$ cat config.mk
export PLATFORM = sky130hd
export DESIGN_NAME = sertx_top
export DESIGN_NICKNAME = d
export VERILOG_FILES = /design/src/rtl/sertx_pkg.sv /design/src/rtl/sertx_regs.sv /design/src/rtl/sertx_shifter.sv /design/src/rtl/sertx_top.sv
export SDC_FILE = /design/constraint.sdc
export NUM_CORES = 1
export LEC_CHECK = 0
export ABC_AREA = 1
export BUFFER_PORTS_ARGS = -buffer_cell sky130_fd_sc_hd__buf_2
export CORE_AREA = 2 2 72 74
export DETAILED_ROUTE_END_ITERATION = 10
export DIE_AREA = 0 0 74 76
export GPL_ROUTABILITY_DRIVEN = 0
export PLACE_DENSITY = 0.67
export SYNTH_ARGS = -nofsm -noshare
export SYNTH_HDL_FRONTEND = slang
export SYNTH_HIERARCHICAL = 1
export SYNTH_SLANG_ARGS = --single-unit
$ cat constraint.sdc
create_clock -name clk -period 2.2 [get_ports clk]
set_clock_uncertainty 0.15 [all_clocks]
set_input_delay 0.44 -clock clk [delete_from_list [all_inputs] [get_ports clk]]
set_output_delay 0.44 -clock clk [all_outputs]
set_load 0.02 [all_outputs]
$ cat src/rtl/sertx_pkg.sv
package sertx_pkg;

    localparam int FRAME_MAX = 11;
    localparam int CNT_W     = $clog2(FRAME_MAX + 1);
    localparam int DATA_W    = 9;

    typedef struct packed {
        logic empty_ie;
        logic done_ie;
        logic rxfull_ie;
        logic idle_ie;
        logic tx_en;
        logic rx_en;
        logic rx_wake;
        logic brk;
    } ctrl_t;

    typedef struct packed {
        logic [3:0] rsvd;
        logic       bit8;
        logic       par_odd;
        logic       par_en;
        logic       long_mode;
    } fmt_t;

    typedef struct packed {
        logic par_odd;
        logic par_en;
        logic long_mode;
    } cfg_t;

    typedef enum logic [1:0] {
        A_CTRL = 2'd0,
        A_FMT  = 2'd1,
        A_DATA = 2'd2,
        A_STAT = 2'd3
    } addr_e;

    typedef enum logic [1:0] {
        SH_IDLE,
        SH_DATA,
        SH_BREAK,
        SH_MARK
    } sh_state_t;

    function automatic logic [CNT_W-1:0] frame_len(cfg_t c);
        return c.long_mode ? CNT_W'(11) : CNT_W'(10);
    endfunction

    // start at bit 0, data LSB first, parity replaces the top data slot
    function automatic logic [FRAME_MAX-1:0] build_frame(logic [DATA_W-1:0] d, cfg_t c);
        logic [FRAME_MAX-1:0] v;
        logic [CNT_W-1:0]     nd;
        logic                 p;
        v  = '1;
        v[0] = 1'b0;
        nd = c.long_mode ? CNT_W'(9) : CNT_W'(8);
        if (c.par_en) nd = nd - CNT_W'(1);
        p  = c.par_odd;
        for (int i = 0; i < DATA_W; i++) begin
            if (CNT_W'(i) < nd) begin
                v[CNT_W'(i + 1)] = d[i];
                p = p ^ d[i];
            end
        end
        if (c.par_en) v[nd + CNT_W'(1)] = p;
        return v;
    endfunction

endpackage

$ cat src/rtl/sertx_regs.sv
module sertx_regs
    import sertx_pkg::*;
(
    input  logic              clk,
    input  logic              rst,
    input  logic              wr_en,
    input  logic [1:0]        addr,
    input  logic [7:0]        wdata,
    output logic [7:0]        rdata,
    input  logic              load,
    input  logic              went_idle,
    output logic              tx_en,
    output logic              brk,
    output cfg_t              cfg,
    output logic [DATA_W-1:0] data9,
    output logic              pending,
    output logic              irq
);

    ctrl_t      ctrl;
    fmt_t       fmt;
    logic [7:0] dlo;
    logic       empty;
    logic       done;
    logic       wr_data;

    assign wr_data = wr_en && (addr_e'(addr) == A_DATA);

    always_ff @(posedge clk) begin
        if (rst) begin
            ctrl    <= '0;
            fmt     <= '0;
            dlo     <= '0;
            pending <= 1'b0;
            empty   <= 1'b1;
            done    <= 1'b1;
        end else begin
            if (load) begin
                pending <= 1'b0;
                empty   <= 1'b1;
            end
            if (went_idle && !pending) done <= 1'b1;
            if (wr_en) begin
                case (addr_e'(addr))
                    A_CTRL: ctrl <= ctrl_t'(wdata);
                    A_FMT:  fmt  <= fmt_t'({4'b0000, wdata[3:0]});
                    A_DATA: begin
                        dlo     <= wdata;
                        pending <= 1'b1;
                        empty   <= 1'b0;
                        done    <= 1'b0;
                    end
                    default: ;
                endcase
            end
        end
    end

    always_comb begin
        case (addr_e'(addr))
            A_CTRL:  rdata = ctrl;
            A_FMT:   rdata = fmt;
            A_DATA:  rdata = dlo;
            default: rdata = {6'b000000, done, empty};
        endcase
    end

    assign tx_en = ctrl.tx_en;
    assign brk   = ctrl.brk;
    assign cfg   = '{par_odd: fmt.par_odd, par_en: fmt.par_en, long_mode: fmt.long_mode};
    assign data9 = {fmt.bit8, dlo};
    assign irq   = (ctrl.empty_ie && empty) || (ctrl.done_ie && done);

    p_write_clears_r8: assert property (@(posedge clk) disable iff (rst)
        wr_data |=> (!empty && !done));

    p_load_sets_empty_r8: assert property (@(posedge clk) disable iff (rst)
        (load && !wr_data) |=> empty);

    p_irq_masked_r9: assert property (@(posedge clk) disable iff (rst)
        (!ctrl.empty_ie && !ctrl.done_ie) |-> !irq);

endmodule

$ cat src/rtl/sertx_shifter.sv
module sertx_shifter
    import sertx_pkg::*;
(
    input  logic              clk,
    input  logic              rst,
    input  logic              tick,
    input  logic              tx_en,
    input  logic              brk,
    input  cfg_t              cfg,
    input  logic [DATA_W-1:0] data9,
    input  logic              pending,
    output logic              load,
    output logic              went_idle,
    output logic              txd
);

    sh_state_t            st, st_n;
    logic [FRAME_MAX-1:0] frame, frame_n;
    logic [CNT_W-1:0]     cnt, cnt_n;

    always_comb begin
        st_n      = st;
        frame_n   = frame;
        cnt_n     = cnt;
        load      = 1'b0;
        went_idle = 1'b0;
        if (tick) begin
            if (st == SH_IDLE || cnt == '0) begin
                if (st == SH_BREAK && !(tx_en && brk)) begin
                    st_n    = SH_MARK;
                    frame_n = '1;
                    cnt_n   = '0;
                end else if (tx_en && brk) begin
                    st_n    = SH_BREAK;
                    frame_n = '0;
                    cnt_n   = frame_len(cfg) - CNT_W'(1);
                end else if (tx_en && pending) begin
                    st_n    = SH_DATA;
                    frame_n = build_frame(data9, cfg);
                    cnt_n   = frame_len(cfg) - CNT_W'(1);
                    load    = 1'b1;
                end else begin
                    st_n      = SH_IDLE;
                    frame_n   = '1;
                    cnt_n     = '0;
                    went_idle = (st != SH_IDLE);
                end
            end else begin
                frame_n = {1'b1, frame[FRAME_MAX-1:1]};
                cnt_n   = cnt - CNT_W'(1);
            end
        end
    end

    always_ff @(posedge clk) begin
        if (rst) begin
            st    <= SH_IDLE;
            frame <= '1;
            cnt   <= '0;
        end else begin
            st    <= st_n;
            frame <= frame_n;
            cnt   <= cnt_n;
        end
    end

    assign txd = frame[0];

    p_moves_on_tick_r7: assert property (@(posedge clk) disable iff (rst)
        !$past(tick) |-> $stable(txd));

    p_off_stays_high_r10: assert property (@(posedge clk) disable iff (rst)
        (st == SH_IDLE && !tx_en) |=> txd);

    p_break_low_r11: assert property (@(posedge clk) disable iff (rst)
        (st == SH_BREAK) |-> !txd);

endmodule

$ cat src/rtl/sertx_top.sv
module sertx_top
    import sertx_pkg::*;
(
    input  logic       clk,
    input  logic       rst,
    input  logic       wr_en,
    input  logic [1:0] addr,
    input  logic [7:0] wdata,
    output logic [7:0] rdata,
    input  logic       bit_tick,
    output logic       txd,
    output logic       irq
);

    logic              load;
    logic              went_idle;
    logic              tx_en;
    logic              brk;
    cfg_t              cfg;
    logic [DATA_W-1:0] data9;
    logic              pending;

    sertx_regs u_regs (
        .clk       (clk),
        .rst       (rst),
        .wr_en     (wr_en),
        .addr      (addr),
        .wdata     (wdata),
        .rdata     (rdata),
        .load      (load),
        .went_idle (went_idle),
        .tx_en     (tx_en),
        .brk       (brk),
        .cfg       (cfg),
        .data9     (data9),
        .pending   (pending),
        .irq       (irq)
    );

    sertx_shifter u_shift (
        .clk       (clk),
        .rst       (rst),
        .tick      (bit_tick),
        .tx_en     (tx_en),
        .brk       (brk),
        .cfg       (cfg),
        .data9     (data9),
        .pending   (pending),
        .load      (load),
        .went_idle (went_idle),
        .txd       (txd)
    );

endmodule

==> report_table.html, run 1 <==
<table>
<tr><th>Metric</th><th>Value</th></tr>
<tr><th colspan="2">Synth</th></tr>
<tr><td>Number of cells produced by synthesis</td><td>roughly 360</td></tr>
<tr><td>Number of library cell types mapped by synthesis</td><td>32</td></tr>
<tr><td>Xor/xnor share of the synthesized area</td><td>0%</td></tr>
<tr><td>Average cell area after synthesis</td><td>6.52 µm²</td></tr>
<tr><td>Proportion of synthesized flip-flops having asynchronous set or reset</td><td>0%</td></tr>
<tr><td>Post-Synthesis Net Count</td><td>approximately 380</td></tr>
<tr><td>Combinational family with the most area after synthesis</td><td>simple AND/OR/NAND/NOR gates</td></tr>
<tr><td>Fraction of the yosys area taken by sequential cells</td><td>between 30% and 40%</td></tr>
<tr><td>Post-synth top flop</td><td>dfxtp_1</td></tr>
<tr><td>Number of synthesized flops with an enable pin</td><td>0</td></tr>
<tr><td>Post-synthesis simple-gate area fraction</td><td>35.3%</td></tr>
<tr><td>Count of warnings emitted by yosys</td><td>6</td></tr>
<tr><td>Cell area after synthesis</td><td>2320 µm²</td></tr>
<tr><td>Synthesized-area fraction occupied by ao, oa, aoi and oai cells</td><td>approximately 15%</td></tr>
<tr><td>Count of state elements after synthesis</td><td>40</td></tr>
<tr><td>Mux cell area share after synthesis</td><td>0%</td></tr>
<tr><td>Area share of fa/ha/maj cells after synthesis</td><td>under 10%</td></tr>
<tr><th colspan="2">Detailed routing</th></tr>
<tr><td>Routed wire length</td><td>around 5.0 mm</td></tr>
<tr><td>Via density per instance</td><td>slightly below 5</td></tr>
<tr><td>Count of TritonRoute iterations in the first routing pass</td><td>4</td></tr>
<tr><td>Starting DRC count in detailed routing</td><td>83</td></tr>
<tr><td>Antenna violation net count after detailed routing</td><td>0</td></tr>
<tr><td>DRC</td><td>0</td></tr>
<tr><td>Routed length per placed instance</td><td>11.2 µm</td></tr>
<tr><td>Total via count after detailed routing</td><td>between 2,000 and 2,500</td></tr>
<tr><th colspan="2">Clock network</th></tr>
<tr><td>Number of H-tree levels</td><td>2</td></tr>
<tr><td>Resized Gates After CTS</td><td>0</td></tr>
<tr><td>Max Buffers Root-to-Sink</td><td>2</td></tr>
<tr><td>Inserted Clock Buffers</td><td>5</td></tr>
<tr><td>Clk Tree Root Cell</td><td>clkbuf_8</td></tr>
<tr><td>Postcts setup bufs</td><td>0</td></tr>
<tr><td>Clock latency on the worst-skew pair</td><td>300 ps</td></tr>
<tr><td>Post-CTS Hold Fix Bufs</td><td>0</td></tr>
<tr><td>Clock transition at the registers of the reported paths</td><td>90 ps</td></tr>
<tr><td># clock sinks</td><td>40</td></tr>
<tr><td>Clock tree from TritonCTS</td><td>done</td></tr>
<tr><th colspan="2">STA</th></tr>
<tr><td>Worst relative slew slack</td><td>between 60% and 70%</td></tr>
<tr><td>FMAX</td><td>493 MHz</td></tr>
<tr><td>Final max-slew violation count</td><td>0</td></tr>
<tr><td>Final setup violation count</td><td>0</td></tr>
<tr><td>Transition time at the pin with the least slew margin</td><td>around 490 ps</td></tr>
<tr><td>Sum of negative setup slack</td><td>0 ps</td></tr>
<tr><td>Final Hold Viols</td><td>0</td></tr>
<tr><td>Share of the clock period used by the worst path after layout</td><td>roughly 92%</td></tr>
<tr><td>Setup repair after global routing missed its margin</td><td>false</td></tr>
<tr><td>Final critical path time including I/O delays and setup</td><td>2030 ps</td></tr>
<tr><th colspan="2">Global route</th></tr>
<tr><td>Vias in the first global route</td><td>1,953</td></tr>
<tr><td>Most utilized layer in the global route result</td><td>met2</td></tr>
<tr><td>Global route total overflow</td><td>0</td></tr>
<tr><td>Antenna violations before repair</td><td>0</td></tr>
<tr><td>First-pass GRT wire length</td><td>between 8 and 9 mm</td></tr>
<tr><td>Global-route total usage across every layer</td><td>around a fifth</td></tr>
<tr><td>Largest net degree at the start of global routing</td><td>23</td></tr>
<tr><td>Global routing usage on met3</td><td>under 10%</td></tr>
<tr><td>Met2 track demand over resource in global routing</td><td>a little under a third</td></tr>
<tr><td>GR Layer Usage met1</td><td>around 25%</td></tr>
<tr><th colspan="2">Die</th></tr>
<tr><td>Effective utilization at floorplan</td><td>47.2%</td></tr>
<tr><td>Die height</td><td>between 70 and 80 µm</td></tr>
<tr><td>I/O pins</td><td>24</td></tr>
<tr><td>Floorplan die area</td><td>5620 µm²</td></tr>
<tr><td>Standard-cell row count</td><td>26</td></tr>
<tr><td>Area of the core region</td><td>just under 5000 µm²</td></tr>
<tr><td>Die span in x</td><td>~74 µm</td></tr>
<tr><th colspan="2">Worst setup path</th></tr>
<tr><td>Slowest CP cell</td><td>dfxtp_1</td></tr>
<tr><td>Required @ worst endpoint</td><td>about 2300 ps</td></tr>
<tr><td>Crit Path Category</td><td>flop to flop</td></tr>
<tr><td>Top delay family on crit path</td><td>simple AND/OR/NAND/NOR gates</td></tr>
<tr><td>Arrival time reported for the critical path endpoint</td><td>2120 ps</td></tr>
<tr><td>Ordered cell list for the critical path</td><td>inv_1 &gt; ha_1 &gt; nand3_2 &gt; o21ai_2 &gt; inv_2 &gt; nor2_4 &gt; inv_1 &gt; nor3_1 &gt; inv_1 &gt; o21ai_0 &gt; nand2_1 &gt; nand2_1</td></tr>
<tr><td>Most used cell along the critical path</td><td>inv_1</td></tr>
<tr><td>Buffers plus inverters on the worst setup path</td><td>4</td></tr>
<tr><td>Crit path launch type</td><td>flop</td></tr>
<tr><td>CP peak stage delay</td><td>between 300 and 400 ps</td></tr>
<tr><td>Largest driver fanout on the critical path</td><td>11</td></tr>
<tr><td>Nature of the critical path endpoint</td><td>flop</td></tr>
<tr><th colspan="2">Finish</th></tr>
<tr><td>Final core utilization</td><td>52.6%</td></tr>
<tr><td>NumNets Final</td><td>approximately 400</td></tr>
<tr><td>Area added between synthesis and finish</td><td>11.3%</td></tr>
<tr><td>Leading cell types in the layout, fill and taps excluded</td><td>nand2_1, inv_1, nor2_1, dfxtp_1</td></tr>
<tr><td>Proportion of layout cells with a drive suffix above 1</td><td>15.3%</td></tr>
<tr><td>Most common library cell in the layout ignoring fill and taps</td><td>nand2_1</td></tr>
<tr><td>Antenna cells</td><td>0</td></tr>
<tr><th colspan="2">Outcome</th></tr>
<tr><td>Status</td><td>finished clean</td></tr>
<tr><th colspan="2">Power</th></tr>
<tr><td>Peak supply drop</td><td>between 300 and 400 µV</td></tr>
<tr><td>Net load switching power</td><td>473 µW</td></tr>
<tr><td>Static power due to leakage</td><td>about 1.3 nW</td></tr>
<tr><td>Net switching share of the total power</td><td>27.9%</td></tr>
<tr><td>Part of the power in the clock network</td><td>a little under two fifths</td></tr>
<tr><td>Power consumption</td><td>about 1.7 mW</td></tr>
<tr><td>Power per cell area</td><td>about 660 nW/µm²</td></tr>
<tr><td>Fraction of power consumed by sequential logic</td><td>46.7%</td></tr>
<tr><td>Internal</td><td>1.23 mW</td></tr>
<tr><td>Part of the power in combinational logic</td><td>approximately 16%</td></tr>
<tr><th colspan="2">Run</th></tr>
<tr><td>Maxcap violations</td><td>0</td></tr>
<tr><th colspan="2">Place</th></tr>
<tr><td>HPWL Detailed</td><td>3.71 mm</td></tr>
<tr><td>Count of buffers from port buffering</td><td>23</td></tr>
<tr><th colspan="2">Hold path</th></tr>
<tr><td>Hold Path Class</td><td>input port to flop</td></tr>
</table>
-- cell type report --
type / count / area (µm²)
flip-flops and latches: 40 / 801
fillers: 507 / 2330
repair buffers: 26 / 138
inverters: 57 / 214
clock inverters: 2 / 38.8
well taps: 70 / 87.6
clock buffers: 6 / 82.6
multi-input cells: 247 / 1220
-- state kept, by name, summed over array words and instances (netlist names) --
signal and flops:
u_regs/brk 1, u_regs/done 1, u_regs/ctrl 6, u_shift/st 2, u_regs/empty 1, u_regs/dlo 8
u_regs/pending 1, u_regs/cfg 3, u_shift/frame 11, u_regs/tx_en 1, u_shift/cnt 4, u_regs/data9 1
-- tightest hold or removal path, cell delays in order --
cell,delay [ps]
buf_2,80
nor2_1,40
nor2_1,80
-- per-layer routing --
layer / part of all wire [%] / vias to the layer above
met4: 0.50 / 0
met3: 2.6 / 2
li1: - / 1163
met1: 50 / 965
met5: 0 / -
met2: 47 / 31
-- cell families after synthesis --
logic type | after synthesis
adders and majority gates | 5
DFF | 40
buffers and inverters | 69
and+or+nand+nor | 183
AOI/OAI and AO/OA | 59
-- cells in the mapped netlist, types with 3 or more instances --
library cell	count	share of area, %
a21oi_1	21	4.5
a31oi_1	3	0.81
buf_2	4	0.86
clkbuf_1	3	0.49
dfxtp_1	40	35
ha_1	5	2.7
inv_1	48	7.8
inv_2	9	1.5
nand2_1	97	16
nand2_2	4	1.1
nand2_4	3	1.5
nand3_1	23	5.0
nand4_1	5	1.3
nor2_1	43	7.0
o211ai_1	9	2.9
o21ai_0	12	2.6
o21ai_1	9	1.9
-- power by group through the flow --
| stage | clock network [mW] | logic, mW | registers, mW |
|---|---|---|---|
| global route | 0.683 | 0.304 | 0.799 |
| floorplan | 0 | 0.205 | 0.802 |
| finish | 0.643 | 0.263 | 0.793 |
| detailed placement | 0 | 0.263 | 0.810 |
| global placement | 0 | 0.259 | 0.809 |
| CTS | 0.655 | 0.265 | 0.793 |
-- stage by stage --
stage / cell area [µm²] / instances / hold WS, ps / setup WS (ps)
global route: 2580 / 448 / 237 / 6.98
finish: 2580 / 448 / 222 / 171
floorplan: 2320 / 356 / 285 / 327
global placement: 2460 / 440 / 297 / 231
detailed placement: 2460 / 440 / 307 / 205
CTS: 2580 / 448 / 222 / 173
-- path summary, 6_finish.rpt --
path | start | end | slack, ps | cells after the start
max | u_shift/cnt[0] | u_regs/done | 170 | 12
min | wdata[5] | u_regs/dlo[5] | 220 | 3
max reg2reg | u_shift/cnt[0] | u_regs/done | 170 | 12
min reg2reg | u_shift/frame[0] | u_shift/frame[0] | 320 | 2
Power figures use the tool's default switching activity.
==> run 2, diff against run 1 <==
--- a/config.mk
+++ b/config.mk
@@ -7,12 +7,10 @@
 export LEC_CHECK = 0
 export ABC_AREA = 1
 export BUFFER_PORTS_ARGS = -buffer_cell sky130_fd_sc_hd__buf_2
-export CORE_AREA = 2 2 72 74
+export CORE_AREA = 2 2 83 85
 export DETAILED_ROUTE_END_ITERATION = 10
-export DIE_AREA = 0 0 74 76
+export DIE_AREA = 0 0 85 87
 export GPL_ROUTABILITY_DRIVEN = 0
-export PLACE_DENSITY = 0.67
 export SYNTH_ARGS = -nofsm -noshare
 export SYNTH_HDL_FRONTEND = slang
-export SYNTH_HIERARCHICAL = 1
 export SYNTH_SLANG_ARGS = --single-unit
==> run 2 against run 1 <==
Against the previous run: worst setup slack gained 15 ps; wire length grew 11%; flip-flop and latch count is the same; critical endpoint is now u_shift.frame[7].
==> report_table.html, run 2 <==
<table>
<tr><th>Metric</th><th>Value</th></tr>
<tr><th colspan="2">Synth</th></tr>
<tr><td>Biggest area contributors in the synthesized netlist</td><td>dfxtp_1, nand2_1, o21ai_0 (was dfxtp_1, nand2_1, inv_1)</td></tr>
<tr><td>Most frequent cell after synthesis</td><td>nand2_1 (unchanged)</td></tr>
<tr><td>Yosys top cell area share</td><td>36.0% (was 34.5%)</td></tr>
<tr><td>Combinational family with the most area after synthesis</td><td>simple AND/OR/NAND/NOR gates (unchanged)</td></tr>
<tr><td>Average cell area after synthesis</td><td>6.50 µm² (was 6.52 µm²)</td></tr>
<tr><td>Area share of fa/ha/maj cells after synthesis</td><td>3.37% (was 2.70%)</td></tr>
<tr><td>Top post-synthesis cells by count</td><td>nand2_1, inv_1, dfxtp_1 (was nand2_1, inv_1, nor2_1)</td></tr>
<tr><td>Synthesized-area fraction occupied by ao, oa, aoi and oai cells</td><td>20.6% (was 14.7%)</td></tr>
<tr><td>Library cell occupying the most area in the post-synthesis netlist</td><td>dfxtp_1 (unchanged)</td></tr>
<tr><td>Fraction of the yosys area taken by sequential cells</td><td>36.0% (was 34.5%)</td></tr>
<tr><td>Post-synthesis simple-gate area fraction</td><td>29.5% (was 35.3%)</td></tr>
<tr><td>Mux cell area share after synthesis</td><td>0% (unchanged)</td></tr>
<tr><td>Xor/xnor share of the synthesized area</td><td>0.787% (was 0%)</td></tr>
<tr><td>Count of state elements after synthesis</td><td>40 (unchanged)</td></tr>
<tr><td>Number of cells produced by synthesis</td><td>342 (was 356)</td></tr>
<tr><td>Number of library cell types mapped by synthesis</td><td>31 (was 32)</td></tr>
<tr><td>Post-Synthesis Net Count</td><td>362 (was 375)</td></tr>
<tr><td>Number of synthesized flops with an enable pin</td><td>0 (unchanged)</td></tr>
<tr><td>Cell area after synthesis</td><td>2220 µm² (was 2320 µm²)</td></tr>
<tr><td>Count of warnings emitted by yosys</td><td>0 (was 6)</td></tr>
<tr><td>Proportion of synthesized flip-flops having asynchronous set or reset</td><td>0% (unchanged)</td></tr>
<tr><td>Post-synth top flop</td><td>dfxtp_1 (unchanged)</td></tr>
<tr><th colspan="2">Worst setup path</th></tr>
<tr><td>Ordered cell list for the critical path</td><td>inv_2 &gt; ha_2 &gt; inv_1 &gt; ha_1 &gt; inv_1 &gt; nand2_1 &gt; nand2_1 &gt; nand2_1 &gt; nand2_1 &gt; inv_1 &gt; nor2_2 &gt; inv_1 &gt; nand2_2 &gt; nand3_2 &gt; nand2_1 &gt; nand2_1 &gt; nand2_1 &gt; nand2_1 (was inv_1 &gt; ha_1 &gt; nand3_2 &gt; o21ai_2 &gt; inv_2 &gt; nor2_4 &gt; inv_1 &gt; nor3_1 &gt; inv_1 &gt; o21ai_0 &gt; nand2_1 &gt; nand2_1)</td></tr>
<tr><td>Most used cell along the critical path</td><td>nand2_1 (was inv_1)</td></tr>
<tr><td>Crit path launch type</td><td>flop (unchanged)</td></tr>
<tr><td>CP peak stage delay</td><td>330 ps (was 320 ps)</td></tr>
<tr><td>Crit Path Category</td><td>flop to flop (unchanged)</td></tr>
<tr><td>FF-to-FF setup slack</td><td>190 ps (was 170 ps)</td></tr>
<tr><td>Required @ worst endpoint</td><td>2240 ps (was 2290 ps)</td></tr>
<tr><td>Endpoint of the worst register-to-register path</td><td>u_shift.frame[7] (was u_regs/done)</td></tr>
<tr><td>Startpoint of the most critical register-to-register path</td><td>u_regs.cfg[0] (was u_shift/cnt[0])</td></tr>
<tr><td>Slowest CP cell</td><td>dfxtp_2 (was dfxtp_1)</td></tr>
<tr><td>Arrival time reported for the critical path endpoint</td><td>2050 ps (was 2120 ps)</td></tr>
<tr><td>Largest driver fanout on the critical path</td><td>4 (was 11)</td></tr>
<tr><td>Nature of the critical path endpoint</td><td>flop (unchanged)</td></tr>
<tr><td>Startpoint of the worst setup timing path</td><td>u_regs.cfg[0] (was u_shift/cnt[0])</td></tr>
<tr><td>Register-to-Register Path Depth</td><td>18 (was 12)</td></tr>
<tr><td>Capturing instance or port of the critical path</td><td>u_shift.frame[7] (was u_regs/done)</td></tr>
<tr><th colspan="2">Detailed routing</th></tr>
<tr><td>Via density per instance</td><td>4.84 (was 4.82)</td></tr>
<tr><td>Routed length per placed instance</td><td>12.4 µm (was 11.2 µm)</td></tr>
<tr><td>Total via count after detailed routing</td><td>2,186 (was 2,161)</td></tr>
<tr><td>Routed wire length</td><td>5.60 mm (was 5.03 mm)</td></tr>
<tr><td>Starting DRC count in detailed routing</td><td>103 (was 83)</td></tr>
<tr><td>Count of TritonRoute iterations in the first routing pass</td><td>4 (unchanged)</td></tr>
<tr><td>DRC</td><td>0 (unchanged)</td></tr>
<tr><td>Antenna violation net count after detailed routing</td><td>0 (unchanged)</td></tr>
<tr><th colspan="2">Die</th></tr>
<tr><td>Die span in x</td><td>85 µm (was 74 µm)</td></tr>
<tr><td>Standard-cell row count</td><td>30 (was 26)</td></tr>
<tr><td>Floorplan die area</td><td>7400 µm² (was 5620 µm²)</td></tr>
<tr><td>I/O pins</td><td>24 (unchanged)</td></tr>
<tr><td>Effective utilization at floorplan</td><td>33.9% (was 47.2%)</td></tr>
<tr><td>Area of the core region</td><td>6570 µm² (was 4910 µm²)</td></tr>
<tr><td>Die height</td><td>87 µm (was 76 µm)</td></tr>
<tr><th colspan="2">Power</th></tr>
<tr><td>Peak supply drop</td><td>327 µV (was 381 µV)</td></tr>
<tr><td>Part of the power in the clock network</td><td>31.0% (was 37.8%)</td></tr>
<tr><td>Net switching share of the total power</td><td>30.6% (was 27.9%)</td></tr>
<tr><td>Internal</td><td>1.13 mW (was 1.23 mW)</td></tr>
<tr><td>Static power due to leakage</td><td>1.17 nW (was 1.26 nW)</td></tr>
<tr><td>Part of the power in combinational logic</td><td>20.0% (was 15.5%)</td></tr>
<tr><td>Power per cell area</td><td>637 nW/µm² (was 658 nW/µm²)</td></tr>
<tr><td>Net load switching power</td><td>499 µW (was 473 µW)</td></tr>
<tr><td>Fraction of power consumed by sequential logic</td><td>49.0% (was 46.7%)</td></tr>
<tr><th colspan="2">STA</th></tr>
<tr><td>Setup repair after global routing missed its margin</td><td>false (unchanged)</td></tr>
<tr><td>Final setup violation count</td><td>0 (unchanged)</td></tr>
<tr><td>Worst hold margin</td><td>272 ps (was 222 ps)</td></tr>
<tr><td>Sum of negative setup slack</td><td>0 ps (unchanged)</td></tr>
<tr><td>FMAX</td><td>496 MHz (was 493 MHz)</td></tr>
<tr><td>Final Hold Viols</td><td>0 (unchanged)</td></tr>
<tr><td>Worst Slack Setup Final</td><td>186 ps (was 171 ps)</td></tr>
<tr><td>Transition time at the pin with the least slew margin</td><td>640 ps (was 494 ps)</td></tr>
<tr><td>Final max-slew violation count</td><td>0 (unchanged)</td></tr>
<tr><td>Share of the clock period used by the worst path after layout</td><td>91.6% (was 92.2%)</td></tr>
<tr><td>Final critical path time including I/O delays and setup</td><td>2010 ps (was 2030 ps)</td></tr>
<tr><td>Worst relative slew slack</td><td>57.3% (was 67.1%)</td></tr>
<tr><th colspan="2">Finish</th></tr>
<tr><td>Number of flip-flops under the largest register name</td><td>11 (unchanged)</td></tr>
<tr><td>Registers with the most flip-flops</td><td>u_shift.frame: 11 flops, u_regs.dlo: 8 flops, u_regs.ctrl: 6 flops (was u_shift/frame: 11 flops, u_regs/dlo: 8 flops, u_regs/ctrl: 6 flops)</td></tr>
<tr><td>Final cell count without fillers</td><td>452 (was 448)</td></tr>
<tr><td>Register ranked first by flip-flop count</td><td>u_shift.frame (was u_shift/frame)</td></tr>
<tr><td>Seq. cell area</td><td>803 µm² (was 801 µm²)</td></tr>
<tr><td>Number of filler instances in the final layout</td><td>704 (was 507)</td></tr>
<tr><td>Antenna cells</td><td>0 (unchanged)</td></tr>
<tr><td>Area added between synthesis and finish</td><td>15.1% (was 11.3%)</td></tr>
<tr><td>NumNets Final</td><td>391 (was 396)</td></tr>
<tr><td>Area occupied by multi-input gates</td><td>1220 µm² (about the same)</td></tr>
<tr><td>Most common library cell in the layout ignoring fill and taps</td><td>nand2_1 (unchanged)</td></tr>
<tr><td>Leading cell types in the layout, fill and taps excluded</td><td>nand2_1, inv_1, o21ai_0, dfxtp_1, a21oi_1 (was nand2_1, inv_1, nor2_1, dfxtp_1)</td></tr>
<tr><td>Finished Cell Area</td><td>2560 µm² (was 2580 µm²)</td></tr>
<tr><td>Proportion of layout cells with a drive suffix above 1</td><td>16.1% (was 15.3%)</td></tr>
<tr><th colspan="2">Global route</th></tr>
<tr><td>First-pass GRT wire length</td><td>9.27 mm (was 8.61 mm)</td></tr>
<tr><td>Antenna violations before repair</td><td>0 (unchanged)</td></tr>
<tr><td>Largest net degree at the start of global routing</td><td>24 (was 23)</td></tr>
<tr><td>Global-route total usage across every layer</td><td>15.6% (was 19.0%)</td></tr>
<tr><td>Global route total overflow</td><td>0 (unchanged)</td></tr>
<tr><td>Vias in the first global route</td><td>1,951 (was 1,953)</td></tr>
<tr><th colspan="2">Clock network</th></tr>
<tr><td>Clock transition at the registers of the reported paths</td><td>80 ps (was 90 ps)</td></tr>
<tr><td>Number of H-tree levels</td><td>2 (unchanged)</td></tr>
<tr><td>Clk Tree Root Cell</td><td>clkbuf_8 (unchanged)</td></tr>
<tr><td># clock sinks</td><td>40 (unchanged)</td></tr>
<tr><td>Clock latency on the worst-skew pair</td><td>290 ps (was 300 ps)</td></tr>
<tr><td>Inserted Clock Buffers</td><td>5 (unchanged)</td></tr>
<tr><td>Max Buffers Root-to-Sink</td><td>2 (unchanged)</td></tr>
<tr><td>Post-CTS Hold Fix Bufs</td><td>0 (unchanged)</td></tr>
<tr><td>Clock tree from TritonCTS</td><td>done (unchanged)</td></tr>
<tr><td>Postcts setup bufs</td><td>0 (unchanged)</td></tr>
<tr><th colspan="2">Place</th></tr>
<tr><td>Count of buffers from port buffering</td><td>23 (unchanged)</td></tr>
<tr><td>Placed instance area</td><td>2460 µm² (about the same)</td></tr>
<tr><td>Worst slack, placed</td><td>94.2 ps (was 205 ps)</td></tr>
<tr><td>Number of cells in the design after placement</td><td>444 (was 440)</td></tr>
<tr><td>HPWL Detailed</td><td>4.28 mm (was 3.71 mm)</td></tr>
<tr><th colspan="2">Hold path</th></tr>
<tr><td>Hold Path Class</td><td>input port to flop (unchanged)</td></tr>
<tr><th colspan="2">Run</th></tr>
<tr><td>Maxcap violations</td><td>0 (unchanged)</td></tr>
<tr><th colspan="2">Outcome</th></tr>
<tr><td>Status</td><td>finished clean (unchanged)</td></tr>
</table>
run 2: cell count changes in the layout (fill, tap and decap cells not counted), sizes merged, moves of 6 or more:
| cell | before | now |
|---|---|---|
| a21oi | 21 | 34 |
| o211ai | 9 | 3 |
| inv | 57 | 45 |
| o21ai | 22 | 41 |
| nand3 | 25 | 17 |
| nor2 | 47 | 29 |
run 2: worst min path at each step:
stage	start	end	cells past startpoint
after floorplan	u_shift.frame[10]	u_shift.frame[10]	2
after global placement	u_shift.frame[10]	u_shift.frame[10]	2
after detailed placement	u_shift.frame[10]	u_shift.frame[10]	2
after CTS	wdata[4]	u_regs.ctrl[4]	3
after global routing	wdata[2]	u_regs.cfg[2]	3
final	wdata[4]	u_regs.ctrl[4]	3
run 2: cell type report:
type	count	share of cell area (%)
clock buffers	6	3.22
clock inverters	2	0.391
inverters	45	6.69
multi-input cells	248	47.6
flip-flops and latches	40	31.4
well taps	80	3.91
repair buffers	31	6.84
run 2: logic make-up (layout without fill, tap and decap cells):
logic type	Yosys count	count (layout)
flops	40	40
fa+ha+maj	6	6
compound gates	85	85
simple gates	155	155
buf+inv	54	84
xor+xnor	2	2
run 2: worst max-delay path: cells and delay by family (launching register included):
kind | cells | cell delay (ps)
buf+inv | 5 | 310
fa+ha+maj | 2 | 360
simple gates | 11 | 760
flops | 1 | 330
run 2: metal layers:
| metal | vias up | GRT usage (%) | routed length (µm) |
|---|---|---|---|
| met5 | - | 0 | 0 |
| met4 | 0 | 5.48 | 107 |
| met3 | 7 | 2.94 | 147 |
| met2 | 33 | 25.1 | 2620 |
| met1 | 984 | 21.0 | 2730 |
| li1 | 1162 | - | - |
run 2: timing repair:
| item | 4_1_cts | 5_1_grt |
|---|---|---|
| resized for setup | 0 | 6 |
| hold endpoints to repair | 0 | 0 |
| endpoints found under the setup margin | 0 | 10 |
run 2: power groups by stage:
| stage | clock, mW | combinational, mW | sequential (mW) |
|---|---|---|---|
| after global placement | 0 | 0.323 | 0.815 |
| after detailed placement | 0 | 0.324 | 0.815 |
| after floorplan | 0 | 0.236 | 0.809 |
| after global routing | 0.555 | 0.371 | 0.805 |
| after CTS | 0.517 | 0.325 | 0.799 |
| final | 0.505 | 0.326 | 0.800 |
run 2: metrics by stage:
stage / utilization [%] / power, mW
after floorplan: - / 1.05
after global placement: 37.4 / 1.14
after detailed placement: 37.4 / 1.14
after CTS: 38.8 / 1.64
after global routing: 39.0 / 1.73
final: 39.0 / 1.63
==> run 3, diff against run 2 <==
--- a/config.mk
+++ b/config.mk
@@ -7,10 +7,11 @@
 export LEC_CHECK = 0
 export ABC_AREA = 1
 export BUFFER_PORTS_ARGS = -buffer_cell sky130_fd_sc_hd__buf_2
-export CORE_AREA = 2 2 83 85
+export CORE_AREA = 2 2 65 67
 export DETAILED_ROUTE_END_ITERATION = 10
-export DIE_AREA = 0 0 85 87
+export DIE_AREA = 0 0 67 69
 export GPL_ROUTABILITY_DRIVEN = 0
+export PLACE_DENSITY = 0.78
 export SYNTH_ARGS = -nofsm -noshare
 export SYNTH_HDL_FRONTEND = slang
 export SYNTH_SLANG_ARGS = --single-unit
==> run 3 against run 2 <==
Against the previous run: clock-buffer cell count stayed put; combinational power hardly changed; via count is 1.6% higher; register-to-register slack worse by 20 ps; final cell count is 6.9% lower; flip-flop and latch count stayed put; critical endpoint unchanged.
==> report_table.html, run 3 (synthesis gave the netlist of run 2 again) <==
<table>
<tr><th>Metric</th><th>Value</th></tr>
<tr><th colspan="2">Die</th></tr>
<tr><td>Effective utilization at floorplan</td><td>56.8% (was 33.9%)</td></tr>
<tr><td>Die span in x</td><td>67 µm (was 85 µm)</td></tr>
<tr><td>Area of the core region</td><td>3910 µm² (was 6570 µm²)</td></tr>
<tr><td>Standard-cell row count</td><td>23 (was 30)</td></tr>
<tr><td>I/O pins</td><td>24 (unchanged)</td></tr>
<tr><td>Die height</td><td>69 µm (was 87 µm)</td></tr>
<tr><td>Floorplan die area</td><td>4620 µm² (was 7400 µm²)</td></tr>
<tr><th colspan="2">Clock network</th></tr>
<tr><td>Clock latency on the worst-skew pair</td><td>290 ps (about the same)</td></tr>
<tr><td>Clock tree from TritonCTS</td><td>done (unchanged)</td></tr>
<tr><td># clock sinks</td><td>40 (unchanged)</td></tr>
<tr><td>Post-CTS Hold Fix Bufs</td><td>0 (unchanged)</td></tr>
<tr><td>Clock transition at the registers of the reported paths</td><td>70 ps (was 80 ps)</td></tr>
<tr><td>Postcts setup bufs</td><td>0 (unchanged)</td></tr>
<tr><td>Resized Gates After CTS</td><td>0 (unchanged)</td></tr>
<tr><td>Clk Tree Root Cell</td><td>clkbuf_8 (unchanged)</td></tr>
<tr><td>Max Buffers Root-to-Sink</td><td>2 (unchanged)</td></tr>
<tr><td>Inserted Clock Buffers</td><td>5 (unchanged)</td></tr>
<tr><td>Number of H-tree levels</td><td>2 (unchanged)</td></tr>
<tr><th colspan="2">Hold path</th></tr>
<tr><td>Hold Path Class</td><td>input port to flop (unchanged)</td></tr>
<tr><td>Hold Crit Start</td><td>wdata[4] (unchanged)</td></tr>
<tr><th colspan="2">Global route</th></tr>
<tr><td>Largest net degree at the start of global routing</td><td>24 (unchanged)</td></tr>
<tr><td>Vias in the first global route</td><td>1,961 (was 1,951)</td></tr>
<tr><td>First-pass GRT wire length</td><td>9.03 mm (was 9.27 mm)</td></tr>
<tr><td>Global-route total usage across every layer</td><td>25.3% (was 15.6%)</td></tr>
<tr><td>Global route total overflow</td><td>0 (unchanged)</td></tr>
<tr><td>Antenna violations before repair</td><td>0 (unchanged)</td></tr>
<tr><th colspan="2">Finish</th></tr>
<tr><td>Most common library cell in the layout ignoring fill and taps</td><td>nand2_1 (unchanged)</td></tr>
<tr><td>Registers with the most flip-flops</td><td>u_shift.frame: 11 flops, u_regs.dlo: 8 flops, u_regs.ctrl: 6 flops (unchanged)</td></tr>
<tr><td>Number of flip-flops under the largest register name</td><td>11 (unchanged)</td></tr>
<tr><td>Proportion of layout cells with a drive suffix above 1</td><td>15.4% (was 16.1%)</td></tr>
<tr><td>Antenna cells</td><td>0 (unchanged)</td></tr>
<tr><td>Register ranked first by flip-flop count</td><td>u_shift.frame (unchanged)</td></tr>
<tr><td>Area added between synthesis and finish</td><td>12.5% (was 15.1%)</td></tr>
<tr><td>Leading cell types in the layout, fill and taps excluded</td><td>nand2_1, inv_1, o21ai_0, dfxtp_1, a21oi_1 (unchanged)</td></tr>
<tr><td>NumNets Final</td><td>391 (unchanged)</td></tr>
<tr><td>Number of filler instances in the final layout</td><td>393 (was 704)</td></tr>
<tr><th colspan="2">Detailed routing</th></tr>
<tr><td>Count of TritonRoute iterations in the first routing pass</td><td>4 (unchanged)</td></tr>
<tr><td>Total via count after detailed routing</td><td>2,221 (was 2,186)</td></tr>
<tr><td>DRC</td><td>0 (unchanged)</td></tr>
<tr><td>Routed length per placed instance</td><td>12.5 µm (was 12.4 µm)</td></tr>
<tr><td>Starting DRC count in detailed routing</td><td>171 (was 103)</td></tr>
<tr><td>Routed wire length</td><td>5.28 mm (was 5.60 mm)</td></tr>
<tr><td>Antenna violation net count after detailed routing</td><td>0 (unchanged)</td></tr>
<tr><td>Via density per instance</td><td>5.28 (was 4.84)</td></tr>
<tr><th colspan="2">Place</th></tr>
<tr><td>HPWL Detailed</td><td>4.01 mm (was 4.28 mm)</td></tr>
<tr><td>Count of buffers from port buffering</td><td>23 (unchanged)</td></tr>
<tr><td>Worst slack, placed</td><td>109 ps (was 94.2 ps)</td></tr>
<tr><th colspan="2">Worst setup path</th></tr>
<tr><td>Required @ worst endpoint</td><td>2240 ps (about the same)</td></tr>
<tr><td>Startpoint of the most critical register-to-register path</td><td>u_regs.cfg[0] (unchanged)</td></tr>
<tr><td>Endpoint of the worst register-to-register path</td><td>u_shift.frame[7] (unchanged)</td></tr>
<tr><td>Capturing instance or port of the critical path</td><td>u_shift.frame[7] (unchanged)</td></tr>
<tr><td>Largest driver fanout on the critical path</td><td>4 (unchanged)</td></tr>
<tr><td>Register-to-Register Path Depth</td><td>18 (unchanged)</td></tr>
<tr><td>Startpoint of the worst setup timing path</td><td>u_regs.cfg[0] (unchanged)</td></tr>
<tr><td>Crit Path Category</td><td>flop to flop (unchanged)</td></tr>
<tr><td>Nature of the critical path endpoint</td><td>flop (unchanged)</td></tr>
<tr><td>Arrival time reported for the critical path endpoint</td><td>2070 ps (was 2050 ps)</td></tr>
<tr><td>FF-to-FF setup slack</td><td>170 ps (was 190 ps)</td></tr>
<tr><td>Crit path launch type</td><td>flop (unchanged)</td></tr>
<tr><th colspan="2">STA</th></tr>
<tr><td>Final setup violation count</td><td>0 (unchanged)</td></tr>
<tr><td>Sum of negative setup slack</td><td>0 ps (unchanged)</td></tr>
<tr><td>FMAX</td><td>492 MHz (was 496 MHz)</td></tr>
<tr><td>Worst relative slew slack</td><td>56.3% (was 57.3%)</td></tr>
<tr><td>Final Hold Viols</td><td>0 (unchanged)</td></tr>
<tr><td>Share of the clock period used by the worst path after layout</td><td>92.3% (was 91.6%)</td></tr>
<tr><td>Transition time at the pin with the least slew margin</td><td>654 ps (was 640 ps)</td></tr>
<tr><td>Final max-slew violation count</td><td>0 (unchanged)</td></tr>
<tr><td>Worst Slack Setup Final</td><td>170 ps (was 186 ps)</td></tr>
<tr><td>Setup repair after global routing missed its margin</td><td>false (unchanged)</td></tr>
<tr><td>Final critical path time including I/O delays and setup</td><td>2030 ps (was 2010 ps)</td></tr>
<tr><th colspan="2">Outcome</th></tr>
<tr><td>Status</td><td>finished clean (unchanged)</td></tr>
<tr><th colspan="2">Power</th></tr>
<tr><td>Peak supply drop</td><td>420 µV (was 327 µV)</td></tr>
<tr><td>Static power due to leakage</td><td>1.15 nW (was 1.17 nW)</td></tr>
<tr><td>Power per cell area</td><td>632 nW/µm² (was 637 nW/µm²)</td></tr>
<tr><th colspan="2">Run</th></tr>
<tr><td>Maxcap violations</td><td>0 (unchanged)</td></tr>
</table>
-- run 3: area by class of cell --
class                      instances  area, µm²  share of cell area, %
clock buffer                       6       72.6                   2.90
clock inverter                     1       5.00                  0.200
inverter                          45        171                   6.85
multi-input combinational        248       1210                   48.5
sequential                        40        803                   32.1
tap                               50       62.6                   2.50
timing repair buffer              31        175                   7.00
-- run 3: stage by stage --
stage,std cells,power [mW],instance area [µm²],hold slack [ps],utilization (%)
finish,421,1.58,2500,269,64.0
global route,421,1.68,2500,282,64.0
CTS,421,1.58,2500,269,63.8
detailed placement,414,1.14,2420,291,61.8
global placement,414,1.13,2420,288,61.8
floorplan,342,1.05,2220,275,-
-- run 3: layer usage --
| layer | GRT usage, % | vias up | part of all wire, % |
|---|---|---|---|
| met2 | 38.6 | 51 | 46 |
| li1 | - | 1164 | - |
| met4 | 6.80 | 0 | 1.9 |
| met3 | 5.38 | 8 | 4.2 |
| met1 | 35.8 | 998 | 48 |
| met5 | 0 | - | 0 |
-- run 3: worst min path at each step --
stage	endpoint	depth (start not counted)	slack [ps]
after global routing	u_regs.brk	3	280
final	u_regs.ctrl[4]	3	270
after CTS	u_regs.ctrl[4]	3	270
after detailed placement	u_shift.frame[10]	2	290
after floorplan	u_shift.frame[10]	2	280
after global placement	u_shift.frame[10]	2	290
-- run 3: critical path, cell delays in order (launching register included) --
cell and delay, ps:
dfxtp_2 330, inv_2 80, ha_2 200, inv_1 60, ha_1 170, inv_1 80
nand2_1 50, nand2_1 50, nand2_1 60, nand2_1 70, inv_1 40, nor2_2 100
inv_1 60, nand2_2 110, nand3_1 100, nand2_1 80, nand2_1 50, nand2_1 60
nand2_1 40
-- run 3: where the power goes --
part,internal (mW),total [mW],switching (mW)
combinational,0.113,0.327,0.214
sequential,0.769,0.799,0.0301
clock,0.216,0.457,0.241
total,1.10,1.58,0.485
